===== src/rtl/trap_sel_pkg.sv =====
// Shared types for the trap target selector.
// Assumes a two-bit privilege code with one reserved value.
package trap_sel_pkg;

    typedef enum logic [1:0] {
        PRIV_USER = 2'b00,
        PRIV_SUPV = 2'b01,
        PRIV_RSVD = 2'b10,
        PRIV_MACH = 2'b11
    } priv_e;

endpackage


===== src/rtl/deleg_lookup.sv =====
// Delegation lookup: decides whether an exception asks for supervisor handling.
// Assumes CODE_W is wide enough to index every delegation bit; codes beyond the
// register width never request delegation.
module deleg_lookup #(
    parameter int DELEG_W = 16,
    parameter int CODE_W  = 6
) (
    input  logic [CODE_W-1:0]  code_i,
    input  logic [DELEG_W-1:0] deleg_i,
    input  logic               supv_en_i,
    output logic               want_supv_o
);
    localparam int IDX_W = (DELEG_W > 1) ? $clog2(DELEG_W) : 1;

    logic             in_range;
    logic [IDX_W-1:0] idx;

    generate
        if (CODE_W > IDX_W) begin : g_wide_code
            localparam logic [CODE_W-1:0] LIMIT = CODE_W'(DELEG_W);
            // Flags codes that have a bit in the delegation register.
            always_comb in_range = (code_i < LIMIT);
            // Low code bits select the delegation bit.
            always_comb idx = code_i[IDX_W-1:0];
        end else begin : g_narrow_code
            // Every representable code fits inside the register.
            always_comb in_range = 1'b1;
            // Zero-extend the code to the index width.
            always_comb idx = IDX_W'(code_i);
        end
    endgenerate

    // Supervisor handling is requested only for present, in-range, delegated codes.
    always_comb want_supv_o = supv_en_i && in_range && deleg_i[idx];

endmodule


===== src/rtl/priv_clamp.sv =====
// Privilege clamp: turns the delegation request into a final target level,
// never below the current level, and flags targets that cannot take a trap.
// Assumes the request resolves to supervisor or machine before clamping.
module priv_clamp
    import trap_sel_pkg::*;
(
    input  logic  want_supv_i,
    input  priv_e cur_priv_i,
    output priv_e tgt_priv_o,
    output logic  bad_tgt_o
);
    priv_e req_priv;

    // Requested level before comparing with the running level.
    always_comb req_priv = want_supv_i ? PRIV_SUPV : PRIV_MACH;

    // Keep the running level when the request would demote the trap.
    always_comb tgt_priv_o = (req_priv < cur_priv_i) ? cur_priv_i : req_priv;

    // Only supervisor and machine own a trap vector.
    always_comb bad_tgt_o = !((tgt_priv_o == PRIV_SUPV) || (tgt_priv_o == PRIV_MACH));

endmodule


===== src/rtl/vec_select.sv =====
// Vector select: picks the trap-vector register matching the target level.
// Assumes an invalid target selects nothing; the output is then zero.
module vec_select
    import trap_sel_pkg::*;
#(
    parameter int XLEN = 32
) (
    input  priv_e            tgt_priv_i,
    input  logic             bad_tgt_i,
    input  logic [XLEN-1:0]  mtvec_i,
    input  logic [XLEN-1:0]  stvec_i,
    output logic [XLEN-1:0]  tvec_o
);
    // Route the owning level's vector, or zero on an invalid target.
    always_comb begin
        tvec_o = '0;
        if (!bad_tgt_i) begin
            case (tgt_priv_i)
                PRIV_MACH: tvec_o = mtvec_i;
                PRIV_SUPV: tvec_o = stvec_i;
                default:   tvec_o = '0;
            endcase
        end
    end

endmodule


===== src/rtl/trap_target_sel.sv =====
// Trap target selector top: delegation lookup, privilege clamp and vector
// select, with an optional output register (REG_OUT). Assumes the current
// level input is stable around the active edge; reset is synchronous, active low.
module trap_target_sel
    import trap_sel_pkg::*;
#(
    parameter int XLEN    = 32,
    parameter int DELEG_W = 16,
    parameter int CODE_W  = 6,
    parameter bit REG_OUT = 1'b1
) (
    input  logic               clk_i,
    input  logic               rst_ni,
    input  logic [CODE_W-1:0]  exc_code_i,
    input  logic [1:0]         cur_priv_i,
    input  logic [DELEG_W-1:0] deleg_i,
    input  logic               supv_en_i,
    input  logic [XLEN-1:0]    mtvec_i,
    input  logic [XLEN-1:0]    stvec_i,
    output logic [1:0]         tgt_priv_o,
    output logic [XLEN-1:0]    tvec_o,
    output logic               int_err_o
);
    localparam logic [CODE_W-1:0] CODE_LIMIT = CODE_W'(DELEG_W);

    logic            want_supv;
    priv_e           cur_priv;
    priv_e           tgt_c;
    logic            err_c;
    logic [XLEN-1:0] vec_c;

    // Interpret the raw level bits as the shared enum.
    always_comb cur_priv = priv_e'(cur_priv_i);

    deleg_lookup #(
        .DELEG_W (DELEG_W),
        .CODE_W  (CODE_W)
    ) lookup_i (
        .code_i      (exc_code_i),
        .deleg_i     (deleg_i),
        .supv_en_i   (supv_en_i),
        .want_supv_o (want_supv)
    );

    priv_clamp clamp_i (
        .want_supv_i (want_supv),
        .cur_priv_i  (cur_priv),
        .tgt_priv_o  (tgt_c),
        .bad_tgt_o   (err_c)
    );

    vec_select #(
        .XLEN (XLEN)
    ) vsel_i (
        .tgt_priv_i (tgt_c),
        .bad_tgt_i  (err_c),
        .mtvec_i    (mtvec_i),
        .stvec_i    (stvec_i),
        .tvec_o     (vec_c)
    );

    generate
        if (REG_OUT) begin : g_reg_out
            logic [1:0]      tgt_q;
            logic [XLEN-1:0] vec_q;
            logic            err_q;
            // Capture the decision each cycle; reset parks on machine, no error.
            always_ff @(posedge clk_i) begin
                if (!rst_ni) begin
                    tgt_q <= PRIV_MACH;
                    vec_q <= '0;
                    err_q <= 1'b0;
                end else begin
                    tgt_q <= tgt_c;
                    vec_q <= vec_c;
                    err_q <= err_c;
                end
            end
            // Drive the ports from the result register.
            always_comb begin
                tgt_priv_o = tgt_q;
                tvec_o     = vec_q;
                int_err_o  = err_q;
            end
        end else begin : g_comb_out
            // Drive the ports straight from the decision logic.
            always_comb begin
                tgt_priv_o = tgt_c;
                tvec_o     = vec_c;
                int_err_o  = err_c;
            end
        end
    endgenerate

    // a valid target is never below the running level.
    a_r4_no_demote: assert property (@(posedge clk_i) disable iff (!rst_ni)
        !err_c |-> (tgt_c >= cur_priv));

    // with no supervisor level every exception goes to machine.
    a_r2_no_supv_machine: assert property (@(posedge clk_i) disable iff (!rst_ni)
        !supv_en_i |-> (tgt_c == PRIV_MACH));

    // codes past the register width are never delegated.
    a_r3_out_of_range: assert property (@(posedge clk_i) disable iff (!rst_ni)
        (exc_code_i >= CODE_LIMIT) |-> (tgt_c == PRIV_MACH));

    // an invalid target selects no vector, at the decision point.
    a_r6_err_no_vector: assert property (@(posedge clk_i) disable iff (!rst_ni)
        err_c |-> (vec_c == '0));

    // the same holds on the block outputs.
    a_r6_err_port_zero: assert property (@(posedge clk_i) disable iff (!rst_ni)
        int_err_o |-> (tvec_o == '0));

    // a supervisor target occurs only when the level is present.
    a_r1_supv_needs_en: assert property (@(posedge clk_i) disable iff (!rst_ni)
        (tgt_c == PRIV_SUPV) |-> supv_en_i);

endmodule


===== config.mk =====
export PLATFORM = sky130hd
export DESIGN_NAME = trap_target_sel
export DESIGN_NICKNAME = d
export VERILOG_FILES = /design/src/rtl/trap_sel_pkg.sv /design/src/rtl/deleg_lookup.sv /design/src/rtl/priv_clamp.sv /design/src/rtl/vec_select.sv /design/src/rtl/trap_target_sel.sv
export SDC_FILE = /design/constraint.sdc
export NUM_CORES = 1
export LEC_CHECK = 0
export CAP_MARGIN = 10
export CORE_MARGIN = 2
export CORE_UTILIZATION = 60
export CTS_CLUSTER_DIAMETER = 120
export CTS_CLUSTER_SIZE = 14
export DETAILED_ROUTE_END_ITERATION = 16
export DONT_BUFFER_PORTS = 1
export GPL_TIMING_DRIVEN = 1
export PLACE_DENSITY = 0.74
export SLEW_MARGIN = 0
export SYNTH_ARGS = -nofsm -noshare
export SYNTH_HDL_FRONTEND = slang
export SYNTH_HIERARCHICAL = 1
export SYNTH_SLANG_ARGS = --single-unit

===== constraint.sdc =====
create_clock -name clk_i -period 3.21 [get_ports clk_i]
set_clock_uncertainty 0.2 [all_clocks]
set_input_delay 0.321 -clock clk_i [delete_from_list [all_inputs] [get_ports clk_i]]
set_output_delay 0.321 -clock clk_i [all_outputs]
set_load 0.1 [all_outputs]

### After elaboration in Yosys (flattened, before gate mapping)

Index checks and enable logic that the tools add are counted.

* magnitude comparators: 3
* equal/unequal tests: 2
* mux-type cells: 5
* reduce and logical (&&, ||, !) cells: 5

Operator list (number)
* $pmux W32 S2: 1
* $lt A6 B5 Y1 const B: 1
* $lt A4 B5 Y1 const B: 1
* $bmux W1 S4: 1
* $mux W2: 2
* $eq A2 B1 Y1 const B: 1
* $eq A2 B2 Y1 const B: 1
* $logic_and A1 B1 Y1: 2
* $lt A2 B2 Y1: 1
* $reduce_and A2 Y1: 1
* $logic_not A1 Y1: 1
* $logic_or A1 B1 Y1: 1
* $mux W1: 1

* output and inout bits: 35
* bits in registers: 35

### Logic depth before layout (Yosys ltp)

* word-level depth: 9
* depth in mapped cells: 11
* depth with buffers taken out: 8

### Cells and area by module

The synthesis kept the hierarchy.

Modules (own cells, without submodules)
* trap_target_sel: cells an instance 73, area an instance 974.7 um2, seq. area each 700.7 um2, instances 1
* vec_select: cells an instance 72, area an instance 533.0 um2, seq. area each 0.0 um2, instances 1
* deleg_lookup: cells an instance 17, area an instance 156.4 um2, seq. area each 0.0 um2, instances 1
* priv_clamp: cells an instance 3, area an instance 22.5 um2, seq. area each 0.0 um2, instances 1

### Least setup slack after synthesis

OpenSTA, ideal clock, no wires.

* kind: in2reg
* start point: input port exc_code_i[0]
* end point: register g_reg_out.vec_q[10], in the netlist tvec_o[10]
* library setup time: 0.116 ns
* path buffers: 2
* stages: 10
* path slack: 0.839 ns
* arrival: 2.055 ns
* path through: buf_6 -> mux4_2 -> o22ai_1 -> a311o_1 -> a21oi_1 -> and3b_1 -> nand2b_1 -> buf_2 -> nor2_1 -> and2_2

* longest elaborated chain between the ends: 9

RTL lines
* start, declared: line trap_target_sel.sv:14 `input logic [CODE_W-1:0] exc_code_i,`
* $lt A6 B5 Y1 / $bmux W1 S4 (equally long branches): line deleg_lookup.sv:22, deleg_lookup.sv:34
* $logic_and A1 B1 Y1 / $mux W1 (equally long branches): line deleg_lookup.sv:34 `always_comb want_supv_o = supv_en_i && in_range && deleg_i[idx];`
* $logic_and A1 B1 Y1 *: line deleg_lookup.sv:34
* net want_supv: line trap_target_sel.sv:26 `logic want_supv;`
* $mux W2 *: line priv_clamp.sv:15 `always_comb req_priv = want_supv_i ? PRIV_SUPV : PRIV_MACH;`
* $lt A2 B2 Y1: line priv_clamp.sv:18 `always_comb tgt_priv_o = (req_priv < cur_priv_i) ? cur_priv_i : req_priv;`
* $mux W2 *: line priv_clamp.sv:18
* $eq A2 B1 Y1 / $eq A2 B2 Y1 (equally long branches): line priv_clamp.sv:21, vec_select.sv:18
* $logic_or A1 B1 Y1: line priv_clamp.sv:21 `always_comb bad_tgt_o = !((tgt_priv_o == PRIV_SUPV) || (tgt_priv_o == PRIV_MACH));`
* $reduce_and A2 Y1 (no line)
* end signal, assigned: line trap_target_sel.sv:75 `vec_q <= vec_c;`
* end, declared: line trap_target_sel.sv:65 `logic [XLEN-1:0] vec_q;`

The timed path passes the listed nets; every way through them passes the cells marked *. The select of a mux whose other input is x is not followed.
A chain may end at the register's enable or synchronous reset.

### Final worst setup path

* start point: input port exc_code_i[0]
* end point: register g_reg_out.vec_q[11], in the netlist tvec_o[11]

* longest elaborated chain between the ends: 9

RTL lines
* $lt A6 B5 Y1 / $bmux W1 S4 (equally long branches): line deleg_lookup.sv:22, deleg_lookup.sv:34
* $logic_and A1 B1 Y1 / $mux W1 (equally long branches): line deleg_lookup.sv:34
* $logic_and A1 B1 Y1 *: line deleg_lookup.sv:34
* net want_supv: line trap_target_sel.sv:26
* $mux W2 *: line priv_clamp.sv:15
* $lt A2 B2 Y1: line priv_clamp.sv:18
* $mux W2 *: line priv_clamp.sv:18
* net tgt_c[1]: line trap_target_sel.sv:28 `priv_e tgt_c;`
* $eq A2 B1 Y1 / $eq A2 B2 Y1 (equally long branches): line priv_clamp.sv:21, vec_select.sv:18
* $logic_or A1 B1 Y1: line priv_clamp.sv:21
* $reduce_and A2 Y1 (no line)

Marks and branches as above.

==> key figures <==
Status
  • Status: finished, final reports clean

Placed design
  • Routability cong.: 0.6692
  • Cell Area, Placed: 1650 µm²
  • Dpl ws: 553.0 ps
  • Hpwl dp: 2.427 mm
  • I/O Buffers: 0

Synth
  • Avg Cell Area, Syn: between 10 and 15 µm²
  • Fraction of registers with async set/reset: 0
  • Yosys reg bits: 35
  • Synth area leader: dfxtp_1
  • Syn Inst Count: 165
  • Post-synth EDFFs: 0
  • Leading post-synthesis cells by cell area: dfxtp_1 42%, mux2i_1 21%, and2_2 13%
  • Yosys warns: 6
  • Synth top area share: 0.4154
  • Post-Syn Nets: between 200 and 300
  • Post-Synthesis Cell Area: 1687 µm²
  • Synth Flop Type: dfxtp_1
  • Distinct cells, synth: 23
  • Sequential-to-total area share from yosys stat: 0.4154

Clock network
  • H-tree Lvls: 2
  • Clock transition at path regs: approximately 100 ps
  • CTS tree: built
  • CTS buffer count: 5
  • Postcts setup bufs: 0
  • Max clock buf depth: 2
  • CTS Root Cell: clkbuf_4
  • Clock sinks: 35

Hold path
  • Hold Path Class: input port to flop
  • Hold path startpoint: stvec_i[0]
  • Hold path cells: 3
  • Hold Path Sink: tvec_o[0]

Finish
  • Ant diodes: 0
  • Area Overhead vs Synth: 2.968%
  • Share of cells above drive strength 1: 0.2575
  • Nets@finish: 258
  • Post-route cell area: 1737 µm²

Power
  • Clock Power Share: 0.240
  • Leak: about 0.94 nW
  • Internal: 609.7 µW
  • Switching Fraction: 0.3714
  • Maximum vdd drop: between 0.4 and 0.5 mV
  • Pwr/cell area: approximately 560 nW/µm²
  • Total power: 969.8 µW
  • Net Switching: 360.2 µW
  • Sequential Power Share: 0.676
  • Combinational share of power: 0.084

Floorplanning
  • Die width: 57.02 µm
  • # IOs: 126
  • Vert. Die Dim: 57.02 µm
  • Initial core utilization: 0.6223
  • Die area: 3251 µm²
  • Core ar.: about 2700 µm²
  • FP Rows: 19

Worst setup path
  • Cell family with most CP delay: compound AO/OA/AOI/OAI gates
  • CP bufs+invs: 1
  • Worst EP required: roughly 3200 ps
  • CP Launch Type: input port
  • CP max stage cell: nand2b_2
  • Crit path cell chain: mux4_2 > o22ai_1 > a311o_1 > a21oi_1 > nand2b_2 > buf_12 > mux2i_1 > nor2_1 > and2_2
  • Crit path largest cell delay: between 300 and 400 ps
  • Crit. End Element: flop
  • Arrival @ worst endpoint: 2360 ps
  • Critical path type: input port to flop
  • CP max FO: 18

Global route
  • Initial antenna violation count: 0
  • Vias in the first global route: 1163
  • Tot GR Track Use: 0.2078
  • Largest net degree at the start of global routing: 36
  • GR Overflow Total: 0
  • First-pass GRT wire length: slightly above 5 mm

Drt
  • DRT Pass-1 Iters: 4
  • DR iter-0 viols: 28
  • Via Count: 1120
  • WL/cell: 16.03 µm
  • Post-DRT Antenna Nets: 0
  • Vias/cell: between 5 and 6
  • Routed WL: between 3 and 4 mm
  • DRC: 0

STA
  • Rel. slew slack: 0.3600
  • Min Clock Period, post-route: 2329 ps
  • Final period util: 0.7256
  • Fin. max-slew vios: 0
  • Final Hold Fails: 0
  • Fmax: 429.3 MHz
  • Final worst setup slack: slightly below 900 ps
  • Final setup viols: 0
  • RSZ-0062 raised after global routing: no
  • Fin Setup TNS: 0 ps
  • Worst Tran Pin Value: ~960 ps

Run
  • Max Cap Viol: 0
synthesized netlist by cell type, drive strengths merged (2+ instances only):
master	count
nand2b	2
nand2	2
nand3	2
or2b	2
dfxtp	35
mux4	2
buf	8
and2	33
nor2	33
mux2i	35
clkbuf	3
state kept, by name, summed over array words and instances, names as in the netlist:
signal,flops
int_err_o,1
tgt_priv_o,2
tvec_o,32
worst max-delay path by stage:
| stage | from | to | slack [ps] | cells past startpoint |
|---|---|---|---|---|
| after floorplan | exc_code_i[0] | tvec_o[10] | 840 | 10 |
| after global placement | exc_code_i[0] | tvec_o[2] | 620 | 9 |
| after detailed placement | exc_code_i[0] | tvec_o[9] | 550 | 9 |
| after CTS | exc_code_i[0] | tvec_o[11] | 910 | 9 |
| after global routing | exc_code_i[0] | tvec_o[4] | 740 | 9 |
| final | exc_code_i[0] | tvec_o[11] | 880 | 9 |
logic make-up after synthesis:
family | synth area share
AOI/OAI and AO/OA | 0.01780
DFF | 0.4154
muxes | 0.2433
and+or+nand+nor | 0.2545
buffers and inverters | 0.06898
cell type report:
type	instances	area, µm²
Fill cell	241	973.4
Multi-Input combinational cell	118	872.1
Sequential cell	35	700.7
Timing Repair Buffer	6	65.06
Clock buffer	6	51.30
Tap cell	31	38.79
Clock inverter	1	5.005
Inverter	1	3.754
metrics by stage:
stage | instances | util | hold slack [ps]
after floorplan | 165 | - | 257.2
after global placement | 188 | 0.6090 | 247.9
after detailed placement | 188 | 0.6090 | 248.8
after CTS | 198 | 0.6408 | 24.84
after global routing | 198 | 0.6408 | 33.76
final | 198 | 0.6408 | 40.68
cell usage in the layout (no fill, tap or decap), types with 2 or more instances in the layout:
master,count
and2_1,3
and2_2,30
buf_4,2
clkbuf_4,5
dfxtp_1,35
dlygate4sd3_1,3
mux2i_1,35
nand2_1,2
nand3_1,2
nor2_1,33
or2b_1,2
repair_timing:
action,4_1_cts,5_1_grt
hold buffers,3,0
gates resized for setup,0,0
hold endpoints to repair,35,0
power by group through the flow:
stage	Combinational [mW]	Sequential (mW)	Clock, mW
6_report	0.0813	0.655	0.233
5_1_grt	0.0922	0.658	0.260
4_1_cts	0.0824	0.656	0.246
3_5_place_dp	0.0753	0.666	0
3_3_place_gp	0.0708	0.665	0
2_1_floorplan	0.0748	0.663	0
per-layer routing:
layer	vias up	part of all wire	GRT usage
met2	77	0.52	0.3711
met4	0	0.020	0.1030
met3	8	0.12	0.1134
met5	-	0	0
met1	485	0.33	0.1888
li1	550	-	-
(Power assumes the default switching activity.)
